[config.mk]
export PLATFORM = sky130hd
export DESIGN_NAME = subsys_reset_reg
export DESIGN_NICKNAME = d
export VERILOG_FILES = /design/src/rtl/ssr_pkg.sv /design/src/rtl/ssr_key_match.sv /design/src/rtl/ssr_ack_collect.sv /design/src/rtl/ssr_seq.sv /design/src/rtl/subsys_reset_reg.sv
export SDC_FILE = /design/constraint.sdc
export NUM_CORES = 1
export LEC_CHECK = 0
export BUFFER_PORTS_ARGS = -buffer_cell sky130_fd_sc_hd__buf_2
export CORE_UTILIZATION = 29
export DETAILED_ROUTE_END_ITERATION = 10
export GPL_ROUTABILITY_DRIVEN = 1
export GPL_TIMING_DRIVEN = 0
export PLACE_DENSITY = 0.69
export SYNTH_ARGS = -nofsm -noshare
export SYNTH_HDL_FRONTEND = slang
export SYNTH_SLANG_ARGS = --single-unit
[constraint.sdc]
create_clock -name clk -period 5.5 [get_ports clk]
set_clock_uncertainty 0.15 [all_clocks]
set_input_delay 1.1 -clock clk [delete_from_list [all_inputs] [get_ports clk]]
set_output_delay 1.1 -clock clk [all_outputs]
set_load 0.01 [all_outputs]
[src/rtl/ssr_pkg.sv]
package ssr_pkg;

    localparam logic [31:0] RESET_KEY = 32'h4E564D65;
    localparam logic [3:0]  FULL_BE   = 4'hF;

    typedef enum logic [0:0] {
        SEQ_IDLE = 1'b0,
        SEQ_HOLD = 1'b1
    } seq_state_t;

    typedef struct packed {
        logic        wr;
        logic [31:0] data;
        logic [3:0]  be;
    } bus_write_t;

    function automatic logic key_ok(input bus_write_t w);
        return w.wr && (w.be == FULL_BE) && (w.data == RESET_KEY);
    endfunction

endpackage

[src/rtl/ssr_key_match.sv]
module ssr_key_match
    import ssr_pkg::*;
#(
    parameter int ADDR_W = 8,
    parameter logic [ADDR_W-1:0] KEY_ADDR = '0
) (
    input  logic [ADDR_W-1:0] addr,
    input  bus_write_t        wr,
    input  logic              busy,
    output logic              trigger
);
    always_comb begin
        trigger = (addr == KEY_ADDR) && key_ok(wr) && !busy;
    end
endmodule

[src/rtl/ssr_ack_collect.sv]
module ssr_ack_collect #(
    parameter int N_CTRL = 4
) (
    input  logic              clk,
    input  logic              rst,
    input  logic              clear,
    input  logic              track,
    input  logic [N_CTRL-1:0] done_in,
    output logic              all_seen
);
    logic [N_CTRL-1:0] seen_q;
    logic [N_CTRL-1:0] seen_now;

    for (genvar i = 0; i < N_CTRL; i++) begin : g_lane
        always_ff @(posedge clk) begin
            if (rst || clear) begin
                seen_q[i] <= 1'b0;
            end else if (track && done_in[i]) begin
                seen_q[i] <= 1'b1;
            end
        end
        assign seen_now[i] = seen_q[i] || (track && done_in[i]);
    end

    assign all_seen = &seen_now;

    assert_seen_sticky_R7: assert property (@(posedge clk) disable iff (rst)
        (track && !clear && done_in[0]) |=> seen_q[0]);
endmodule

[src/rtl/ssr_seq.sv]
module ssr_seq
    import ssr_pkg::*;
#(
    parameter int MIN_CYC = 8
) (
    input  logic clk,
    input  logic rst,
    input  logic trigger,
    input  logic all_seen,
    output logic busy,
    output logic release_p
);
    localparam int CNT_W = $clog2(MIN_CYC + 1);
    localparam logic [CNT_W-1:0] LAST = CNT_W'(MIN_CYC - 1);

    seq_state_t       state_q;
    logic [CNT_W-1:0] cnt_q;
    logic             min_met;

    assign min_met   = (cnt_q == LAST);
    assign busy      = (state_q == SEQ_HOLD);
    assign release_p = busy && min_met && all_seen;

    always_ff @(posedge clk) begin
        if (rst) begin
            state_q <= SEQ_IDLE;
            cnt_q   <= '0;
        end else begin
            case (state_q)
                SEQ_IDLE: if (trigger) begin
                    state_q <= SEQ_HOLD;
                    cnt_q   <= '0;
                end
                SEQ_HOLD: begin
                    if (release_p) state_q <= SEQ_IDLE;
                    if (!min_met)  cnt_q <= cnt_q + 1'b1;
                end
                default: state_q <= SEQ_IDLE;
            endcase
        end
    end

    assert_min_hold_R6: assert property (@(posedge clk) disable iff (rst)
        (busy && !min_met) |=> busy);
    assert_ack_gate_R7: assert property (@(posedge clk) disable iff (rst)
        (busy && !all_seen) |=> busy);
    assert_no_restart_R8: assert property (@(posedge clk) disable iff (rst)
        (busy && $past(busy)) |-> (cnt_q >= $past(cnt_q)));
endmodule

[src/rtl/subsys_reset_reg.sv]
module subsys_reset_reg
    import ssr_pkg::*;
#(
    parameter int N_CTRL = 4,
    parameter int MIN_CYC = 8,
    parameter int ADDR_W = 8,
    parameter logic [ADDR_W-1:0] KEY_ADDR  = 8'h20,
    parameter logic [ADDR_W-1:0] STAT_ADDR = 8'h24
) (
    input  logic              clk,
    input  logic              rst,
    input  logic [ADDR_W-1:0] addr,
    input  logic              wr_en,
    input  logic [31:0]       wr_data,
    input  logic [3:0]        wr_be,
    input  logic              rd_en,
    output logic [31:0]       rd_data,
    input  logic [N_CTRL-1:0] ctrl_done,
    output logic [N_CTRL-1:0] ctrl_rst,
    output logic              busy
);
    bus_write_t wr;
    logic       trigger;
    logic       all_seen;
    logic       release_p;
    logic       status_q;
    logic       stat_clr;

    assign wr = '{wr: wr_en, data: wr_data, be: wr_be};

    ssr_key_match #(.ADDR_W(ADDR_W), .KEY_ADDR(KEY_ADDR)) u_match (
        .addr(addr), .wr(wr), .busy(busy), .trigger(trigger)
    );

    ssr_ack_collect #(.N_CTRL(N_CTRL)) u_acks (
        .clk(clk), .rst(rst), .clear(trigger), .track(busy),
        .done_in(ctrl_done), .all_seen(all_seen)
    );

    ssr_seq #(.MIN_CYC(MIN_CYC)) u_seq (
        .clk(clk), .rst(rst), .trigger(trigger), .all_seen(all_seen),
        .busy(busy), .release_p(release_p)
    );

    for (genvar i = 0; i < N_CTRL; i++) begin : g_fan
        assign ctrl_rst[i] = busy;
    end

    assign stat_clr = wr_en && (addr == STAT_ADDR) && wr_be[0] && wr_data[0];

    always_ff @(posedge clk) begin
        if (rst) begin
            status_q <= 1'b0;
        end else if (release_p) begin
            status_q <= 1'b1;
        end else if (stat_clr) begin
            status_q <= 1'b0;
        end
    end

    always_ff @(posedge clk) begin
        if (rst) begin
            rd_data <= '0;
        end else if (rd_en && (addr == STAT_ADDR)) begin
            rd_data <= {31'b0, status_q};
        end else begin
            rd_data <= '0;
        end
    end

    assert_start_on_key_R2: assert property (@(posedge clk) disable iff (rst)
        $rose(busy) |-> $past(wr_en && addr == KEY_ADDR && wr_be == FULL_BE
                              && wr_data == RESET_KEY));
    assert_read_zero_R5: assert property (@(posedge clk) disable iff (rst)
        ($past(rd_en) && $past(addr) == KEY_ADDR) |-> (rd_data == 32'd0));
    assert_status_set_R9: assert property (@(posedge clk) disable iff (rst)
        $fell(busy) |-> status_q);
    assert_status_clear_R10: assert property (@(posedge clk) disable iff (rst)
        ($past(stat_clr) && !$past(release_p)) |-> !status_q);
endmodule

==> results of run 1 <==
## critical path, delay by kind of cell
family / cells / cell delay, ps
compound gates: 1 / 190
simple gates: 4 / 1070
buf+inv: 2 / 270
## cell families (layout without fill, tap and decap cells)
group	after synthesis	after routing
adders and majority gates	1	1
AOI/OAI and AO/OA	12	12
DFF	11	11
xor gates and xnor gates	1	1
other	1	31
buffers and inverters	37	98
and+or+nand+nor	38	38
## cell usage after synthesis
cell / count
a21oi_1: 7
a31oi_1: 1
a32oi_1: 1
and4_1: 1
buf_2: 1
buf_4: 35
clkbuf_1: 1
conb_1: 1
dfxtp_1: 11
ha_1: 1
nand2_1: 5
nand2b_1: 1
nand3_1: 1
nand3b_1: 2
nand4_1: 4
nand4b_1: 3
nor2_1: 7
nor2b_4: 1
nor3_1: 1
nor3b_1: 1
nor4b_1: 4
nor4bb_1: 3
o21ai_0: 1
o21ai_2: 1
o221ai_1: 1
or2_2: 1
or4_1: 3
xor2_1: 1
## flip-flops by register name, summed over array words and instances, names as in the netlist
signal / count
status_q: 1
rd_data: 1
u_seq.busy: 1
u_seq.cnt_q: 4
u_acks.seen_q: 4
## report_power, final
group	switching [W]	internal, W	leakage [nW]	total [W]
registers	0.0000000000000000000177	0.0000796	0.0885	0.0000796
clock network	0.0000255	0.0000280	0.0150	0.0000536
logic	0.0000192	0.0000293	0.620	0.0000484
## worst max-delay path by stage
stage / slack (ps) / to / startpoint
6_report: 2870 / u_seq.cnt_q[2] / addr[4]
5_1_grt: 2760 / u_seq.cnt_q[2] / addr[4]
4_1_cts: 2850 / u_seq.cnt_q[2] / addr[4]
3_5_place_dp: 2560 / u_seq.cnt_q[2] / addr[4]
3_3_place_gp: 2580 / u_seq.cnt_q[2] / addr[4]
2_1_floorplan: 2790 / u_seq.cnt_q[2] / wr_data[9]
## stage by stage
stage	std cells	util, %
floorplan	131	-
global placement	219	46.3
detailed placement	219	46.3
CTS	223	47.3
global route	223	47.3
finish	223	47.3
## layout make-up
type / instances / area [µm²] / area share (%)
plain buffers: 37 / 272 / 20.8
clock buffers: 4 / 26.3 / 2.02
multi-input cells: 83 / 462 / 35.4
flip-flops and latches: 11 / 220 / 16.9
well taps: 31 / 38.8 / 2.98
repair buffers: 57 / 285 / 21.9
## layer usage
metal / vias up / part of all wire (%) / track usage, %
met3: 2 / 10 / 6.74
met4: 0 / 0.60 / 3.14
li1: 475 / - / -
met1: 352 / 39 / 13.7
met2: 40 / 50 / 22.5
met5: - / 0 / 0
==> results.py, run 1 <==
metrics = {
    "synthesis": {
        "seq_area_frac_synth_pct": 26.2,
        "synth.cell_area_um2": 841,
        "synth_top_family_by_area": "buffers and inverters",
        "avgSynthCellArea_um2": 8.32,
        "synth-compound-area-share_pct": 8.63,
        "yosysTopAreaCell": "buf_4",
        "synthCells": 101,
        "synthAdderAreaFrac_pct": 1.49,
        "synth-xor-area-share_pct": 1.04,
        "yosys.area_share.simple_pct": 29.9,
        "muxShareOfSynthArea_pct": 0,
        "yosys_warnings": 0,
        "ys_top_cells_by_area": "buf_4 31%, dfxtp_1 26%, a21oi_1 4.2%, nor4b_1 4.2%, nor4bb_1 3.6%",
        "ys_seq_elements": 11,
        "synth_cell_types": 28,
        "synth_top_area_share_pct": 31.3,
    },
    "die": {
        "die_area_um2": 3120,
        "ioPinCount": 89,
        "num_rows": 19,
        "dieHeight_um": 55.8,
        "die_w_um": 55.8,
        "design.core.area_um2": 2760,
        "initial_core_util_pct": 30.5,
    },
    "timing": {
        "fin_setup_tns_ps": 0,
        "holdWs_ps": 314,
        "fmax_mhz": 381,
        "finalCriticalPeriod_ps": 2630,
        "rsz0062_at_grt": "no",
        "maxSlewViolCount": 0,
        "worst_slack_ps": 2870,
        "min_period_over_period_pct": 47.8,
        "setup_viol": 0,
        "final-hold-violation-count": 0,
    },
    "critical_path": {
        "slowest_delay_ps": 520,
        "crit_top_cell": "buf_2",
        "critical_path_class": "primary input to flop",
        "slowest_stage": "or4_1",
        "worstPathMaxFanout": 7,
        "reg2reg_depth": 5,
        "reg2reg_from": "u_seq.busy",
        "cp.required_ps": 5510,
        "critPathCaptureType": "flop",
        "worstReg2RegEnd": "u_seq.busy",
        "cp-start-kind": "primary input",
        "crit_chain": "buf_2, nor4b_1, nand4_1, or4_1, buf_2, a32oi_1, nor2_1",
        "cp_data_arrival_time_ps": 2640,
        "rrSetupSlack_ps": 3490,
    },
    "global_routing": {
        "grt_pass1_vias": 781,
        "grt_max_degree": 11,
        "grt_pass1_wl_mm": 3.20,
        "antenna_found_initial": 0,
        "track_usage_pct": 12.9,
        "grt_overflow": 0,
    },
    "route": {
        "num_vias": 869,
        "detail-route-antenna-nets": 0,
        "drtPass1Iterations": 4,
        "drt-initial-drc-count": 11,
        "wl_per_cell_um": 8.94,
        "vias_per_cell": 3.90,
        "wl_mm": 1.99,
        "drc": 0,
    },
    "cells_and_area": {
        "drive_above_1_share_pct": 51.6,
        "areaGrowthSynthToFinish_pct": 55.1,
        "final_common_cell": "buf_2",
        "num_antenna_cells": 0,
        "fillers": 294,
        "fin_nets": 246,
        "final_cell_mix": "58 x buf_2, 35 x buf_4, 31 x conb_1",
        "final_cell_area_um2": 1300,
    },
    "pwr": {
        "power.density_nw_per_um2": 139,
        "p_total_w": 0.000182,
        "cellLeakagePower_nw": 0.724,
        "ir_worst_vdd_v": 0.000142,
    },
    "cts": {
        "cts.clk_slew.worst_paths_ps": 70,
        "cts.sinks": 11,
        "ctsHoldBuffers": 0,
        "clk_latency_ps": 260,
        "cts_setup_buffers": 0,
        "cts_htree_levels": 1,
        "cts_tree": "yes",
        "cts_buffers": 3,
        "cts_resized": 0,
        "cts_root_buf": "clkbuf_4",
        "clk_path_buf_depth": 2,
    },
    "worst_hold_path": {
        "hp-class": "flop to flop",
        "hold_start": "u_acks.seen_q[3]",
        "holdPathStages": 2,
        "hold_end": "u_acks.seen_q[3]",
    },
    "placement": {
        "gp_congestion": 0.736,
        "dpl.hpwl_mm": 1.76,
        "pre_cts_ws_ps": 2560,
        "port_buffers": 57,
        "placed_cell_area_um2": 1280,
    },
    "run": {
        "maxCapViolCount": 0,
    },
    "run_status": {
        "status": "finished clean",
    },
}
No activity file was read; power rests on OpenSTA's default activity.
==> inputs of run 2 (changes only) <==
- ABC_AREA: default -> 1
- PLACE_DENSITY: 0.69 -> 0.66
- clock period: 5.5 -> 2.2 ns (I/O delays scaled with it)
==> run 2 against run 1 <==
Against the previous run:
- area after synthesis grew 23%
- via count up 23%
- routed wire length unchanged
- non-clock buffer count decreased by 1
- final cell count is 36% higher
- sequential share of layout area down 2.4 points
- worst setup slack lost 2200 ps
- core utilization down 2.5 points
- sequential power rose to 2.5 times the previous value
- synthesized cell count is 64% higher
- design area grew 16%
- critical path type is now flop to output pin
==> results.py, run 2 <==
metrics = {
    "critical_path": {
        "reg2reg_from": "u_seq.cnt_q[0]",
        "rrSetupSlack_ps": 670,
        "critPathCaptureType": "output pin",
        "cp.required_ps": 1610,
        "cp_data_arrival_time_ps": 940,
        "startpoint": "u_seq.busy",
        "critical_path_class": "flop to output pin",
        "cp-start-kind": "flop",
        "worstPathMaxFanout": 6,
    },
    "route": {
        "drt-initial-drc-count": 35,
        "num_vias": 1068,
        "drc": 0,
        "wl_mm": 1.99,
        "drtPass1Iterations": 4,
        "vias_per_cell": 3.52,
        "detail-route-antenna-nets": 0,
        "wl_per_cell_um": 6.58,
    },
    "placement": {
        "gp_congestion": 0.711,
        "port_buffers": 57,
        "dpl.hpwl_mm": 1.81,
        "pre_cts_ws_ps": 568,
        "placed_cell_area_um2": 1490,
    },
    "cts": {
        "cts_buffers": 3,
        "cts_root_buf": "clkbuf_4",
        "cts_tree": "yes",
        "cts.clk_slew.worst_paths_ps": 70,
        "ctsHoldBuffers": 0,
        "cts_resized": 0,
        "clk_latency_ps": 270,
        "cts.sinks": 11,
        "cts_htree_levels": 1,
        "clk_path_buf_depth": 2,
        "cts_setup_buffers": 0,
    },
    "global_routing": {
        "grt_overflow": 0,
        "grt_pass1_wl_mm": 3.30,
        "track_usage_pct": 11.3,
        "grt_max_degree": 11,
        "antenna_found_initial": 0,
        "grt_pass1_vias": 887,
    },
    "synthesis": {
        "synth_commonest_cells": "36 x nand2_1, 35 x buf_4, 27 x nor2_1, 24 x inv_1, 11 x dfxtp_1",
        "synth.cell_area_um2": 1030,
        "synth_edf_count": 0,
        "synth_most_common_cell": "nand2_1",
        "avgSynthCellArea_um2": 6.23,
        "seq_area_frac_synth_pct": 21.3,
        "synth_flop_cell": "dfxtp_1",
        "async_flop_share_pct": 0,
        "synthCells": 166,
        "ys_top_cells_by_area": "buf_4 25%, dfxtp_1 21%, nand2_1 13%, nor2_1 9.8%, inv_1 8.7%",
        "synth_top_area_share_pct": 25.4,
        "yosysTopAreaCell": "buf_4",
        "ys_seq_elements": 11,
        "synth_cell_types": 23,
        "yosys_warnings": 0,
    },
    "worst_hold_path": {
        "hp-class": "primary input to flop",
        "hold_start": "rst",
    },
    "timing": {
        "worst_slack_ps": 671,
        "maxSlewViolCount": 0,
        "setup_viol": 0,
        "final-hold-violation-count": 0,
        "holdWs_ps": 225,
        "fin_setup_tns_ps": 0,
        "min_period_over_period_pct": 69.5,
        "rsz0062_at_grt": "no",
        "fmax_mhz": 654,
        "finalCriticalPeriod_ps": 1530,
    },
    "cells_and_area": {
        "reg.largest.list": "u_acks.seen_q x4, u_seq.cnt_q x4",
        "drive_above_1_share_pct": 41.6,
        "final_cell_mix": "57 x buf_2, 36 x nand2_1, 35 x buf_4",
        "final_cell_area_um2": 1520,
        "final_common_cell": "buf_2",
        "final_util_pct": 44.7,
        "fin_nets": 311,
        "num_antenna_cells": 0,
        "areaGrowthSynthToFinish_pct": 46.6,
    },
    "run": {
        "maxCapViolCount": 0,
    },
    "die": {
        "die_area_um2": 3810,
        "num_rows": 21,
        "initial_core_util_pct": 30.5,
        "dieHeight_um": 61.7,
        "design.core.area_um2": 3390,
        "ioPinCount": 89,
        "die_w_um": 61.7,
    },
    "pwr": {
        "cellLeakagePower_nw": 0.934,
        "ir_worst_vdd_v": 0.000126,
        "power.density_nw_per_um2": 310,
    },
    "run_status": {
        "status": "finished clean",
    },
}
[run 2: cell count changes in the layout (fill, tap and decap cells not counted), sizes merged, moves of 4 or more]
cell / before / now
nor4b: 4 / 0
nand4: 4 / 0
nand2: 5 / 40
inv: 0 / 26
nand3: 1 / 6
nor2: 7 / 30
[run 2: layer usage]
| metal | vias up | wire length [µm] | GRT usage (%) |
|---|---|---|---|
| met4 | 0 | 21 | 5.08 |
| met2 | 39 | 1030 | 21.8 |
| li1 | 608 | - | - |
| met1 | 418 | 827 | 12.4 |
| met5 | - | 0 | 0 |
| met3 | 3 | 119 | 1.24 |
[run 2: stage by stage]
step / total power [W] / cells
2_1_floorplan: 0.000290 / 196
3_3_place_gp: 0.000337 / 299
3_5_place_dp: 0.000338 / 299
4_1_cts: 0.000472 / 303
5_1_grt: 0.000501 / 303
6_report: 0.000471 / 303
[run 2: area by class of cell]
cell class / count / area [µm²]
plain buffers: 36 / 274
clock buffers: 4 / 26.3
fillers: 367 / 1870
inverters: 26 / 97.6
multi-input cells: 123 / 556
flip-flops and latches: 11 / 220
well taps: 46 / 57.6
repair buffers: 57 / 285
[run 2: kinds of logic (layout without fill, tap and decap cells)]
family | count (synthesis) | count (layout) | synth area share (%)
xor+xnor | 1 | 1 | 0.847
simple gates | 81 | 81 | 35.4
flops | 11 | 11 | 21.3
other cells | 1 | 31 | 0.362
fa+ha+maj | 1 | 1 | 1.21
compound gates | 9 | 9 | 4.96
buf+inv | 62 | 123 | 35.9
[run 2: critical path, stage by stage, from the launching register on]
cell,delay (ps)
dfxtp_1,420
buf_4,140
buf_2,110
[run 2: final timing paths]
check / end / depth (start not counted)
worst max register to register: u_seq.cnt_q[0] / 7
worst min-delay path: u_seq.cnt_q[3] / 2
worst min register to register: rd_data[0] / 2
worst max-delay path: ctrl_rst[0] / 2
[run 2: report_power, final]
part	switching (W)	internal, W	total [W]
registers	0.0000000000000000148	0.000199	0.000199
clock network	0.0000653	0.0000702	0.000135
logic	0.0000595	0.0000767	0.000136
total	0.000125	0.000346	0.000471
